**src/rtl/link_stat_counter.sv**
```systemverilog
module link_stat_counter #(
  parameter int unsigned CLK_KHZ  = 100000,
  parameter int unsigned TIME_DIV = 1,
  parameter int          AW       = 8
) (
  input  logic          clk,
  input  logic          rst_n,
  input  logic          wr_en,
  input  logic [AW-1:0] wr_addr,
  input  logic [31:0]   wr_data,
  input  logic [AW-1:0] rd_addr,
  output logic [31:0]   rd_data,
  input  logic [3:0]    link_state,
  input  logic [3:0]    payload_vld
);

  function automatic longint unsigned at_least_one(input longint unsigned v);
    return (v == 0) ? 64'd1 : v;
  endfunction

  localparam longint unsigned KHZ   = longint'(CLK_KHZ);
  localparam longint unsigned DIV   = longint'(TIME_DIV);
  localparam longint unsigned W_4US = at_least_one(KHZ * 4 / (1000 * DIV));
  localparam longint unsigned W_1MS = at_least_one(KHZ * 1 / DIV);
  localparam longint unsigned W_10M = at_least_one(KHZ * 10 / DIV);
  localparam longint unsigned W_100 = at_least_one(KHZ * 100 / DIV);
  localparam longint unsigned W_1S  = at_least_one(KHZ * 1000 / DIV);
  localparam longint unsigned W_2S  = at_least_one(KHZ * 2000 / DIV);
  localparam longint unsigned W_4S  = at_least_one(KHZ * 4000 / DIV);
  localparam int              TW    = $clog2(W_4S + 1);

  localparam logic [AW-1:0] A_CTRL = AW'(8'h10);
  localparam logic [AW-1:0] A_LO   = AW'(8'h14);
  localparam logic [AW-1:0] A_HI   = AW'(8'h18);

  function automatic logic [TW-1:0] win_len(input logic [7:0] code);
    case (code)
      8'h01:   win_len = W_1MS[TW-1:0];
      8'h02:   win_len = W_10M[TW-1:0];
      8'h03:   win_len = W_100[TW-1:0];
      8'h04:   win_len = W_1S[TW-1:0];
      8'h05:   win_len = W_2S[TW-1:0];
      8'h06:   win_len = W_4S[TW-1:0];
      8'hFF:   win_len = W_4US[TW-1:0];
      default: win_len = '0;
    endcase
  endfunction

  logic [7:0]    rep_q, dur_q;
  logic          run_q;
  logic [63:0]   cnt_q;
  logic [TW-1:0] left_q;

  logic ctrl_wr, start, preset, dur_ok, rep_ok, hit;

  assign ctrl_wr = wr_en && (wr_addr == A_CTRL);
  assign start   = ctrl_wr && wr_data[0] && !run_q;
  assign preset  = (win_len(dur_q) != '0);
  assign dur_ok  = (dur_q == 8'h00) || preset;

  always_comb begin
    rep_ok = 1'b0;
    hit    = 1'b0;
    if (rep_q == 8'h00) begin
      rep_ok = 1'b1;
      hit    = 1'b1;
    end else if (rep_q <= 8'h09) begin
      rep_ok = 1'b1;
      hit    = (link_state == rep_q[3:0]);
    end else if (rep_q >= 8'h20 && rep_q <= 8'h23) begin
      rep_ok = 1'b1;
      hit    = payload_vld[rep_q[1:0]];
    end
  end

  always_ff @(posedge clk or negedge rst_n) begin
    if (!rst_n) begin
      rep_q  <= '0;
      dur_q  <= '0;
      run_q  <= 1'b0;
      cnt_q  <= '0;
      left_q <= '0;
    end else if (ctrl_wr) begin
      rep_q <= wr_data[31:24];
      dur_q <= wr_data[15:8];
      run_q <= wr_data[0];
      if (start) begin
        cnt_q  <= '0;
        left_q <= win_len(wr_data[15:8]);
      end
    end else if (run_q) begin
      if (hit && dur_ok) cnt_q <= cnt_q + 64'd1;
      if (preset) begin
        if (left_q <= TW'(1)) run_q <= 1'b0;
        left_q <= left_q - TW'(1);
      end
    end
  end

  assign rd_data = (rd_addr == A_CTRL) ? {rep_q, 8'h00, dur_q, 7'h00, run_q} :
                   (rd_addr == A_LO)   ? cnt_q[31:0] :
                   (rd_addr == A_HI)   ? cnt_q[63:32] : 32'h0;

  a_r3_clear_on_start: assert property (@(posedge clk) disable iff (!rst_n)
    start |=> (cnt_q == 64'd0));

  a_r6_hold_when_idle: assert property (@(posedge clk) disable iff (!rst_n)
    (!run_q && !start) |=> $stable(cnt_q));

  a_r4_step_one: assert property (@(posedge clk) disable iff (!rst_n)
    run_q |=> (cnt_q == $past(cnt_q) || cnt_q == $past(cnt_q) + 64'd1));

  a_r9_undefined_idle: assert property (@(posedge clk) disable iff (!rst_n)
    (run_q && !ctrl_wr && (!rep_ok || !dur_ok)) |=> $stable(cnt_q));

  a_r7_window_bound: assert property (@(posedge clk) disable iff (!rst_n)
    (run_q && preset) |-> (left_q >= TW'(1) && left_q <= win_len(dur_q)));

endmodule

```
**config.mk**
```make
export PLATFORM = sky130hd
export DESIGN_NAME = link_stat_counter
export DESIGN_NICKNAME = d
export VERILOG_FILES = /design/src/rtl/link_stat_counter.sv
export SDC_FILE = /design/constraint.sdc
export NUM_CORES = 1
export LEC_CHECK = 0
export ABC_AREA = 1
export BUFFER_PORTS_ARGS = -buffer_cell sky130_fd_sc_hd__buf_2
export CORE_AREA = 3 3 150 152
export DETAILED_ROUTE_END_ITERATION = 10
export DIE_AREA = 0 0 153 155
export PLACE_DENSITY_LB_ADDON = 0.12
export SETUP_SLACK_MARGIN = 0.5
export SYNTH_ARGS = -nofsm -noshare
export SYNTH_HDL_FRONTEND = slang
export SYNTH_SLANG_ARGS = --single-unit
```
**constraint.sdc**
```tcl
create_clock -name clk -period 4.2 [get_ports clk]
set_input_delay 0.21 -clock clk [delete_from_list [all_inputs] [get_ports clk]]
set_output_delay 0.21 -clock clk [all_outputs]
set_load 0.1 [all_outputs]
```
==> flow_summary_export.csv <==
group,metric,value,unit
yosys,synth_most_common_cell,"nand2_1",
drt,drc,0,
clock_network,cts.path.max_buffers,2,
timing,hold_viol,0,
die,initial_core_util,0.3992,
drt,dr_total_vias,8819,
die,core_area,21150,µm²
yosys,yosysTopAreaCell,"dfrtp_1",
clock_network,cts.clk_slew.worst_paths,0.08,ns
yosys,yosysSeqAreaShare,0.3260,
setup_path,worst_setup_path_start_kind,"input port",
grt,grt_usage,0.2455,
yosys,dominantRegCellSynth,"dfrtp_1",
clock_network,clockRootBuffer,"clkbuf_16",
placed_design,dp_cells,1699,
yosys,synth_cell_types,38,
final_layout,final_util,0.4415,
placed_design,portBuffers,75,
timing,tns,0,ns
final_layout,nNetsFinal,1498,
timing,setup_viol,0,
timing,clock_skew,0.01221,ns
yosys,yosys_warnings,0,
grt,grt_pass1_vias,8219,
yosys,avgSynthCellArea,6.132,µm²
yosys,synthTopCellsByCount,"nand2_1 (548), nor2_1 (230), dfrtp_1 (110)",
clock_network,cts_tree,"yes",
timing,grt_setup_unrepaired,"false",
drt,wl_per_cell,16.94,µm
setup_path,path_max_fanout,27,
run,max_cap_viol_count,0,
clock_network,clkLatencyLatePin,0.37,ns
power,vdd_drop_max,0.0001917,V
yosys,synth_area_leaders,"dfrtp_1 (33%), nand2_1 (24%), nor2_1 (10%)",
die,dieArea,23720,µm²
final_layout,drive_gt1_frac,0.09022,
final_layout,fin_cells,1716,
placed_design,hpwl,22000,µm
timing,period_needed,2.777,ns
yosys,synth-edff-count,0,
grt,grt_max_degree,65,
final_layout,antenna_cells,0,
yosys,synth_nets,1439,
setup_path,crit_top_cell,"buf_2",
power,power_density,238.5,nW/µm²
die,io_pins,91,
die,fp-row-count,53,
drt,drt-initial-drc-count,555,
setup_path,cpPeakStageDelay,0.51,ns
die,chipWidth,153,µm
power,power.total,2.228,mW
grt,grt_pass1_wl,45930,µm
clock_network,post-cts-setup-buffers,0,
timing,layout_setup_ws,1.423,ns
drt,drtAntennaViolNets,0,
drt,routed_wl,29070,µm
yosys,yosys_register_bits,110,
die,fp.dieH,155,µm
placed_design,gp_congestion,1.009,
grt,antenna_found_initial,0,
clock_network,clock_sinks,110,
clock_network,cts_buffers,9,
setup_path,cp.arrival,2.57,ns
clock_network,cts-htree-levels,3,
timing,clock.fmax,360.1,MHz
drt,vias_per_cell,5.139,
drt,drtPass1Iterations,5,
timing,relSlewSlack,0.3403,
run_status,status,"finished, final reports clean",
clock_network,cts_hold_repair.buffers,1,
setup_path,required,3.99,ns
timing,fin_crit_sh,0.6613,
clock_network,cts_resized,0,
worst_hold_path,hold_path_class,"in2reg",
yosys,synthArstFlopShare,1.000,
setup_path,crit_path_end_kind,"output pin",
final_layout,synthToLayoutAreaGrowth,10.61,%
yosys,yosysTopAreaCellShare,0.3260,
yosys,netlist_area,8444,µm²
yosys,synthCells,1377,
setup_path,criticalPathCategory,"in2out",
power,power_leakage,4.489,nW
timing,drv_slew,0,
setup_path,slowest_stage,"inv_1",
grt,overflow,0,
setup_path,path_cells,"buf_2, or2_2, nor3_1, nand2_1, buf_4, inv_1, a21oi_1, a22oi_1, buf_2",
timing,worst_pin_slew,0.9805,ns
placed_design,pre_cts_ws,1.408,ns
routing by layer:
metal | routed length, µm | part of all wire | global-route usage | vias up
met5 | 0 | 0 | 0 | -
met4 | 617 | 0.021 | 0.06534 | 0
met3 | 1593 | 0.055 | 0.03644 | 29
met2 | 12960 | 0.45 | 0.3893 | 257
met1 | 13900 | 0.48 | 0.3524 | 4072
li1 | - | - | - | 4461
critical path: cells and delay by family:
family	cells	cell delay, ns
AOI/OAI and AO/OA	2	0.47
buffers and inverters	4	1.36
and+or+nand+nor	3	0.53
power breakdown:
group / leakage (nW) / switching, mW / internal (mW)
Sequential: 1.43 / 0.0186 / 1.08
Clock: 0.162 / 0.442 / 0.548
Combinational: 2.90 / 0.0978 / 0.0447
Total: 4.49 / 0.559 / 1.67
placed cells by master, fill, tap and decap left out, drive strengths merged:
master / n
a21oi: 34
a22oi: 6
and2: 1
and3: 3
buf: 87
bufinv: 2
clkbuf: 11
clkinv: 1
dfrtp: 110
dlygate4sd3: 1
ha: 3
inv: 115
nand2: 554
nand3: 95
nand4: 13
nor2: 237
nor3: 20
nor4: 2
nor4b: 1
o211ai: 16
o21a: 1
o21ai: 69
o21bai: 1
o22ai: 5
or2: 3
xnor2: 11
xor2: 39
registers in the layout, summed over array words and instances (netlist names):
signal  count
cnt_q      64
left_q     29
dur_q       8
rep_q       8
run_q       1
logic make-up (layout without fill, tap and decap cells):
family          after synthesis  after routing  share of synthesized area
fa+ha+maj                     3              3                   0.004446
simple gates                929            929                     0.4495
buf+inv                     153            217                    0.08075
xor+xnor                     50             50                    0.05186
compound gates              132            132                    0.08742
flops                       110            110                     0.3260
stage by stage:
step           area (µm²)  hold WS [ns]
2_1_floorplan        8444      -0.08559
3_3_place_gp         8999        0.1320
3_5_place_dp         8999        0.1278
4_1_cts              9340       0.03056
5_1_grt              9340       0.03022
6_report             9340       0.03827
final timing paths:
path | startpoint | end | slack [ns] | cells after the start
max | rd_addr[1] | rd_data[11] | 1.42 | 9
min | wr_data[31] | rep_q[7] | 0.04 | 3
max reg2reg | dur_q[1] | cnt_q[38] | 1.70 | 12
min reg2reg | left_q[23] | left_q[23] | 0.52 | 2
max in group asynchronous | rst_n | left_q[24] | 3.00 | 3
min in group asynchronous | rst_n | cnt_q[56] | 0.27 | 2
layout make-up:
class | count | area [µm²]
inverters | 113 | 424.2
multi-input cells | 1114 | 5010
clock buffers | 11 | 242.7
clock inverters | 5 | 88.84
fillers | 2350 | 11810
well taps | 275 | 344.1
repair buffers | 88 | 478.0
flip-flops and latches | 110 | 2753
Power figures use the tool's default switching activity.
